File: src/rtl/fsub_flag_unit.sv
module fsub_flag_unit #(
  parameter int TAG_W = 5
) (
  input  logic             clk,
  input  logic             rst_n,
  input  logic             in_valid,
  input  logic [31:0]      op_a,
  input  logic [31:0]      op_b,
  input  logic [31:0]      guard,
  input  logic [1:0]       rmode,
  input  logic [TAG_W-1:0] in_tag,
  output logic             out_valid,
  output logic [31:0]      out_flags,
  output logic             out_we,
  output logic [TAG_W-1:0] out_tag
);
  localparam int BIT_INX = 1;
  localparam int BIT_UNF = 2;
  localparam int BIT_OVF = 3;
  localparam int BIT_INV = 4;
  localparam int BIT_IFZ = 5;
  localparam int BIT_OFZ = 6;
  localparam int MW = 27;

  logic [7:0]  ea, eb;
  logic [22:0] fa, fb;
  assign ea = op_a[30:23];
  assign eb = op_b[30:23];
  assign fa = op_a[22:0];
  assign fb = op_b[22:0];

  logic a_den, b_den, a_nan, b_nan, a_inf, b_inf;
  assign a_den = (ea == 8'h00) && (fa != 23'd0);
  assign b_den = (eb == 8'h00) && (fb != 23'd0);
  assign a_nan = (ea == 8'hff) && (fa != 23'd0);
  assign b_nan = (eb == 8'hff) && (fb != 23'd0);
  assign a_inf = (ea == 8'hff) && (fa == 23'd0);
  assign b_inf = (eb == 8'hff) && (fb == 23'd0);

  logic d_spec, d_inv;
  assign d_spec = a_nan | b_nan | a_inf | b_inf;
  assign d_inv  = (a_nan & ~fa[22]) | (b_nan & ~fb[22]) |
                  (a_inf & b_inf & (op_a[31] == op_b[31]));

  logic [23:0] ma, mb;
  logic        sb_eff;
  assign ma     = (ea != 8'h00) ? {1'b1, fa} : 24'd0;
  assign mb     = (eb != 8'h00) ? {1'b1, fb} : 24'd0;
  assign sb_eff = ~op_b[31];

  logic        swap;
  logic [7:0]  xe, ye, dexp;
  logic [23:0] xm, ym;
  logic        xs, ys;
  assign swap = {eb, mb} > {ea, ma};
  assign xe   = swap ? eb : ea;
  assign ye   = swap ? ea : eb;
  assign xm   = swap ? mb : ma;
  assign ym   = swap ? ma : mb;
  assign xs   = swap ? sb_eff : op_a[31];
  assign ys   = swap ? op_a[31] : sb_eff;
  assign dexp = xe - ye;

  logic [MW-1:0] y_ext, y_sh, y_lost, y_al;
  always_comb begin
    y_ext  = {ym, 3'b000};
    y_sh   = '0;
    y_lost = '0;
    if (dexp >= 8'(MW)) begin
      y_al = {{(MW-1){1'b0}}, |ym};
    end else begin
      y_sh   = y_ext >> dexp;
      y_lost = y_ext & ~({MW{1'b1}} << dexp);
      y_al   = {y_sh[MW-1:1], y_sh[0] | (|y_lost)};
    end
  end

  logic             s1_v, s1_we, s1_ifz, s1_spec, s1_inv, s1_sign, s1_sub;
  logic [TAG_W-1:0] s1_tag;
  logic [1:0]       s1_rm;
  logic [7:0]       s1_e;
  logic [MW-1:0]    s1_mx, s1_my;

  always_ff @(posedge clk or negedge rst_n)
    if (!rst_n) s1_v <= 1'b0;
    else        s1_v <= in_valid;

  always_ff @(posedge clk) begin
    s1_we   <= guard[0];
    s1_tag  <= in_tag;
    s1_rm   <= rmode;
    s1_ifz  <= a_den | b_den;
    s1_spec <= d_spec;
    s1_inv  <= d_inv;
    s1_sign <= xs;
    s1_sub  <= xs != ys;
    s1_e    <= xe;
    s1_mx   <= {xm, 3'b000};
    s1_my   <= y_al;
  end

  logic [MW:0] sum;
  assign sum = s1_sub ? ({1'b0, s1_mx} - {1'b0, s1_my})
                      : ({1'b0, s1_mx} + {1'b0, s1_my});

  logic [4:0] lz;
  always_comb begin
    lz = 5'd0;
    for (int i = 0; i < MW; i++)
      if (sum[i]) lz = 5'(MW - 1 - i);
  end

  logic [MW-1:0]     n_m;
  logic signed [9:0] n_e;
  always_comb begin
    if (sum[MW]) begin
      n_m = {sum[MW:2], sum[1] | sum[0]};
      n_e = $signed({2'b00, s1_e}) + 10'sd1;
    end else begin
      n_m = sum[MW-1:0] << lz;
      n_e = $signed({2'b00, s1_e}) - $signed({5'd0, lz});
    end
  end

  logic             s2_v, s2_we, s2_ifz, s2_spec, s2_inv, s2_sign, s2_zero;
  logic [TAG_W-1:0] s2_tag;
  logic [1:0]       s2_rm;
  logic [MW-1:0]    s2_m;
  logic signed [9:0] s2_e;

  always_ff @(posedge clk or negedge rst_n)
    if (!rst_n) s2_v <= 1'b0;
    else        s2_v <= s1_v;

  always_ff @(posedge clk) begin
    s2_we   <= s1_we;
    s2_tag  <= s1_tag;
    s2_rm   <= s1_rm;
    s2_ifz  <= s1_ifz;
    s2_spec <= s1_spec;
    s2_inv  <= s1_inv;
    s2_sign <= s1_sign;
    s2_zero <= sum == '0;
    s2_m    <= n_m;
    s2_e    <= n_e;
  end

  logic lost, up;
  assign lost = |s2_m[2:0];
  always_comb begin
    case (s2_rm)
      2'd0:    up = s2_m[2] & (s2_m[1] | s2_m[0] | s2_m[3]);
      2'd1:    up = s2_sign & lost;
      2'd2:    up = ~s2_sign & lost;
      default: up = 1'b0;
    endcase
  end

  logic [24:0]       rnd;
  logic signed [9:0] r_e;
  logic              tiny, ovf;
  assign rnd  = {1'b0, s2_m[MW-1:3]} + 25'(up);
  assign r_e  = rnd[24] ? s2_e + 10'sd1 : s2_e;
  assign tiny = s2_e < 10'sd1;
  assign ovf  = r_e >= 10'sd255;

  logic [31:0] fl;
  always_comb begin
    fl = '0;
    fl[BIT_IFZ] = s2_ifz;
    if (s2_spec) begin
      fl[BIT_INV] = s2_inv;
    end else if (!s2_zero) begin
      if (tiny) begin
        fl[BIT_OFZ] = 1'b1;
        fl[BIT_UNF] = lost;
        fl[BIT_INX] = lost;
      end else if (ovf) begin
        fl[BIT_OVF] = 1'b1;
        fl[BIT_INX] = 1'b1;
      end else begin
        fl[BIT_INX] = lost;
      end
    end
  end

  always_ff @(posedge clk or negedge rst_n)
    if (!rst_n) begin
      out_valid <= 1'b0;
      out_we    <= 1'b0;
      out_flags <= '0;
      out_tag   <= '0;
    end else begin
      out_valid <= s2_v;
      out_we    <= s2_v & s2_we;
      out_flags <= fl;
      out_tag   <= s2_tag;
    end
endmodule

File: config.mk
export PLATFORM = sky130hd
export DESIGN_NAME = fsub_flag_unit
export DESIGN_NICKNAME = d
export VERILOG_FILES = /design/src/rtl/fsub_flag_unit.sv
export SDC_FILE = /design/constraint.sdc
export NUM_CORES = 1
export LEC_CHECK = 0
export ABC_CLOCK_PERIOD_IN_PS = 15270
export BUFFER_PORTS_ARGS = -buffer_cell sky130_fd_sc_hd__buf_2
export CORE_MARGIN = 10
export CORE_UTILIZATION = 59
export DETAILED_ROUTE_END_ITERATION = 7
export PLACE_DENSITY_LB_ADDON = 0.08
export SLEW_MARGIN = 30
export SYNTH_ARGS = -nofsm -noshare
export SYNTH_HDL_FRONTEND = slang
export SYNTH_SLANG_ARGS = --single-unit
File: constraint.sdc
create_clock -name clk -period 15.27 [get_ports clk]
set_input_delay 1.527 -clock clk [delete_from_list [all_inputs] [get_ports clk]]
set_output_delay 1.527 -clock clk [all_outputs]
set_load 0.005 [all_outputs]
Word-level counts from Yosys, hierarchy flattened
Cells that the tools add are included.
{"block": "totals", "romBits": 0, "mem_count": 0, "word_cells": 144, "ramBits": 0, "latch_bits": 0, "regBits": 137, "inputBits": 106}
{"block": "classes", "n_lt_le_gt_ge": 4, "shifts": 3, "mux": 52, "reduce_logical": 19, "n_addsub": 7, "n_eq_ne": 6, "div_mod_pow": 0, "multipliers": 0, "n_bitwise": 24}
{"cell": "$mux 5", "n": 27}
{"cell": "$mux 24", "n": 4}
{"cell": "$logic_not 23->1", "n": 2}
{"cell": "$reduce_bool 23->1", "n": 2}
{"cell": "$gt 32x32->1", "n": 1}
{"cell": "$add 27x27->28", "n": 1}
{"cell": "$logic_not 28->1", "n": 1}
{"cell": "$mux 28", "n": 1}
{"cell": "$sub 27x27->28", "n": 1}
{"cell": "$and 27x27->27", "n": 1}
{"cell": "$not 27->27", "n": 1}
{"cell": "$reduce_or 27->1", "n": 1}
{"cell": "$shl 27x5->27", "n": 1}
{"cell": "$shl 27x8->27 const A", "n": 1}
{"cell": "$shr 27x8->27", "n": 1}
{"cell": "$mux 26", "n": 1}
{"cell": "$add 24x1->25", "n": 1}
{"cell": "$reduce_or 24->1", "n": 1}
{"cell": "$mux 10", "n": 2}
{"cell": "$eq 8x8->1 const B", "n": 2}
{"cell": "$logic_not 8->1", "n": 2}
{"cell": "$mux 8", "n": 2}
{"cell": "$reduce_bool 8->1", "n": 2}
{"cell": "$mux 1", "n": 12}
{"cell": "19 further kinds", "n": 44}

Logic depth before layout (Yosys ltp)
{"block": "logic_depth", "word_depth": 31, "depth_mapped": 28, "depth_no_buf": 24}

Worst setup path before layout
OpenSTA, ideal clock, no wires.
{"block": "synth_path", "path_kind": "in2reg", "from": "in op_a[23]", "to": "reg s1_my[0]", "setup_slack_ns": 8.223, "required_time_ns": 15.145, "stages": 26, "t_arrival_ns": 6.922, "path_cell_list": "clkbuf_1 -> nor4_1 -> nand2_1 -> clkbuf_1 -> buf_1 -> nand2_1 -> ha_1 -> nor2b_1 -> o211ai_1 -> a2111o_1 -> a31oi_2 -> or2_1 -> a31oi_1 -> ha_1 -> a211oi_1 -> nand2_1 -> a32oi_1 -> a21boi_0 -> o22a_1 -> xnor2_1 -> clkbuf_1 -> buf_2 -> a21oi_1 -> a2111oi_0 -> nand4_1 -> o41a_1"}
{"block": "synth_between", "elab_chain_cells": 11}
{"item": "start, declared", "line": "7", "text": "input logic [31:0] op_a,"}
{"item": "$reduce_bool 8->1", "line": "47", "text": "assign ma = (ea != 8'h00) ? {1'b1, fa} : 24'd0;"}
{"item": "$mux 24", "line": "47"}
{"item": "$gt 32x32->1", "line": "55", "text": "assign swap = {eb, mb} > {ea, ma};"}
{"item": "$mux 8, on equally long branches", "line": "56, 57"}
{"item": "$sub 8x8->8", "line": "62", "text": "assign dexp = xe - ye;"}
{"item": "$shl 27x8->27", "line": "73", "text": "y_lost = y_ext & ~({MW{1'b1}} << dexp);"}
{"item": "$not 27->27", "line": "73"}
{"item": "$and 27x27->27", "line": "73"}
{"item": "$reduce_or 27->1", "line": "74", "text": "y_al = {y_sh[MW-1:1], y_sh[0] | (|y_lost)};"}
{"item": "$or 1x1->1", "line": "74"}
{"item": "$mux 1 (*)", "line": "69", "text": "if (dexp >= 8'(MW)) begin"}
{"item": "net y_al[0]", "line": "64", "text": "logic [MW-1:0] y_ext, y_sh, y_lost, y_al;"}
{"item": "end signal, assigned", "line": "99", "text": "s1_my <= y_al;"}
{"item": "end, declared", "line": "82", "text": "logic [MW-1:0] s1_mx, s1_my;"}
The timed path passes the listed nets; every way through them passes the cells marked *.
A chain may end at the register's enable or synchronous reset.

Worst setup path after layout
{"block": "layout_path", "from": "in op_b[28]", "to": "reg s1_my[0]"}
{"block": "layout_between", "elab_chain_cells": 11}
{"item": "start, declared", "line": "8", "text": "input logic [31:0] op_b,"}
{"item": "$reduce_bool 8->1", "line": "48", "text": "assign mb = (eb != 8'h00) ? {1'b1, fb} : 24'd0;"}
{"item": "$mux 24", "line": "48"}
{"item": "$gt 32x32->1", "line": "55"}
{"item": "$mux 8, on equally long branches", "line": "56, 57"}
{"item": "$sub 8x8->8", "line": "62"}
{"item": "$shl 27x8->27", "line": "73"}
{"item": "$not 27->27", "line": "73"}
{"item": "$and 27x27->27", "line": "73"}
{"item": "$reduce_or 27->1", "line": "74"}
{"item": "$or 1x1->1", "line": "74"}
{"item": "$mux 1 (*)", "line": "69"}
{"item": "net y_al[0]", "line": "64"}
Marks and branches as above.

==> flow_metrics.tcl <==
set metrics [dict create \
    drc 0 \
    tritoncts "built" \
    start_kind "input port" \
    n_antenna_cell 0 \
    grt_pass1_wl_um 65220 \
    grtUsageTotal 0.2782 \
    cp_data_arrival_time_ns 8.80 \
    fin_util 0.6543 \
    synth_edf_count 0 \
    viasPerCell 6.504 \
    avgSynthCellArea_um2 7.513 \
    yosysSeqAreaShare 0.2193 \
    place_area_um2 13290 \
    rsz0062_at_grt "false" \
    crit_required_ns 15.55 \
    initial_utilization 0.6054 \
    endpoint_kind "register" \
    synthCells 1710 \
    grt_pass1_vias 12290 \
    ios 145 \
    num_vias 13180 \
    ys_types 104 \
    synth_common_cells "213 x nand2_1, 127 x nor2_1, 122 x dfxtp_1" \
    drtIter0Drc 1625 \
    drtPass1Iterations 6 \
    clk-insertion-delay-late_ns 0.43 \
    dp_hpwl_um 31780 \
    drt-total-wl_um 41040 \
    cts_made_buffers 17 \
    yosysMostFrequentCell "nand2_1" \
    gp_congestion 1.010 \
    status "finished, final reports clean" \
    async_flop_share 0.1095 \
    timing.fmax_mhz 117.4 \
    synth_flop_cell "dfxtp_1" \
    maxSlewViolCount 0 \
    clkTransAtPathRegs_ns 0.07 \
    port_buffers 87 \
    grt_start_max_net_pins 76 \
    cts-resized-gates 0 \
    die-area_um2 28080 \
    htreeDepth 4 \
    power.leakage_nw 5.954 \
    setup_viol 0 \
    hold_class "register to register" \
    finalPower_mw 1.650 \
    final_nets 1940 \
    drive_gt1_frac 0.1119 \
    synthToLayoutAreaGrowth_pct 8.074 \
    ant_nets 0 \
    cts_setup_buffers 0 \
    placementRows 53 \
    clock-skew-final_ns 0.01923 \
    synth_top_area_share 0.1901 \
    path_class "input port to register" \
    clockBufferDepth 2 \
    die_h_um 167.6 \
    clock_tree.root_cell "clkbuf_16" \
    worst-path-max-fanout 33 \
    hold_viol 0 \
    maxCapViolations 0 \
    fill_cells 1928 \
    hold_buffers 0 \
    synth_top_area_cell "dfxtp_1" \
    worst_pin_slew_ns 0.8996 \
    grt.overflow.total 0 \
    yosys_register_bits 137 \
    peakVddDrop_mv 0.1023 \
    die_x_um 167.6 \
    wl_per_cell_um 20.26 \
    antenna_found_initial 1 \
    synthesis.area_um2 12850 \
    setup-tns-final_ns 0 \
    slew_headroom 0.3982 \
    synth-warning-count 0 \
    fp.coreArea_um2 21220 \
    synth_area_leaders "dfxtp_1 19%, ha_1 9.2%, nand2_1 6.2%" \
    cellPowerDensity_nw_per_um2 118.8 \
    fin_crit_sh 0.5579 \
    post-route-min-period_ns 8.519 \
    fin_area_um2 13880 \
    cts.sinks 137 \
]
==> layout make-up <==
class | count | area (um2) | share of cell area
Multi-Input combinational cell | 1381 | 9201 | 0.6627
Sequential cell | 137 | 2819 | 0.2030
Timing Repair Buffer | 104 | 563.0 | 0.04055
Clock buffer | 17 | 425.4 | 0.03064
Inverter | 97 | 364.1 | 0.02622
Tap cell | 275 | 344.1 | 0.02478
Clock inverter | 15 | 167.7 | 0.01208
==> layer usage <==
layer / vias to the layer above / part of all wire / routed length [um] / global-route usage
li1: 6276 / - / - / -
met1: 6106 / 0.43 / 17850 / 0.3743
met2: 670 / 0.44 / 18050 / 0.4313
met3: 125 / 0.084 / 3432 / 0.04190
met4: 0 / 0.042 / 1705 / 0.1234
met5: - / 0 / 0 / 0
==> kinds of logic after synthesis <==
kind of cell    count (synthesis)  synth area share
compound gates                509            0.2669
xor+xnor                       42           0.03068
fa+ha+maj                      97           0.09544
buf+inv                       217           0.07665
flops                         137            0.2193
mux                            97           0.08171
other cells                     1         0.0002919
simple gates                  610            0.2290
==> stage by stage <==
step	hold slack, ns	instances	setup slack [ns]
CTS	0.3239	2026	6.973
finish	0.3236	2026	6.751
detailed placement	0.3121	1994	6.554
floorplan	0.3096	1735	8.223
global placement	0.3096	1994	6.553
global route	0.3351	2026	6.251
==> where the power goes <==
part	internal, mW	total (mW)	switching, mW	leakage [nW]
clock	0.220	0.404	0.184	0.288
sequential	0.417	0.447	0.0300	1.20
combinational	0.280	0.799	0.519	4.47
total	0.917	1.65	0.733	5.95
==> registers in the layout, indices dropped and copies added, names as in the netlist, 2 cells and up <==
signal	flops
out_flags	6
s1_rm	2
s1_mx	24
s2_e	10
out_tag	5
s1_my	27
s1_e	8
s2_tag	5
s1_tag	5
s2_m	27
s2_rm	2
==> worst paths after layout <==
path | slack [ns] | depth (start not counted) | start | end
setup / recovery | 6.75 | 24 | op_b[28] | s1_my[0]
hold / removal | 0.32 | 0 | s1_tag[4] | s2_tag[4]
setup reg to reg | 9.00 | 21 | s1_my[6] | s2_e[8]
hold reg to reg | 0.32 | 0 | s1_tag[4] | s2_tag[4]
max in group asynchronous | 14.03 | 1 | rst_n | out_flags[3]
min in group asynchronous | 0.98 | 1 | rst_n | out_valid
==> critical path: stages <==
cell and delay (ns):
buf_2 0.15, nor4_1 0.33, nand2_1 0.59, and2_1 0.45
ha_1 0.34, nand4_1 0.20, nor4_1 0.58, nand2_1 0.20
a21boi_1 0.27, nor4_1 0.28, a31oi_1 0.10, ha_1 0.22
a211oi_1 0.22, nand2_1 0.09, a32oi_1 0.22, nor2_1 0.07
o311ai_0 0.46, a21o_1 0.18, o311a_2 0.62, nand3_1 0.58
inv_1 0.28, nand2_1 0.09, a211o_1 0.27, o41a_1 0.45
==> cells in the final DEF, fill, tap and decap left out, types with 31 or more instances in the layout <==
master,netlist,final
nand2_1,213,213
nor2_1,127,126
dfxtp_1,122,121
o21ai_0,118,118
a21oi_1,115,115
inv_1,96,96
ha_1,94,94
buf_2,24,87
mux2i_1,79,79
nand3_1,46,46
nor3_1,44,44
o211ai_1,31,31
Note: power is estimated with default switching activity, not from simulation.
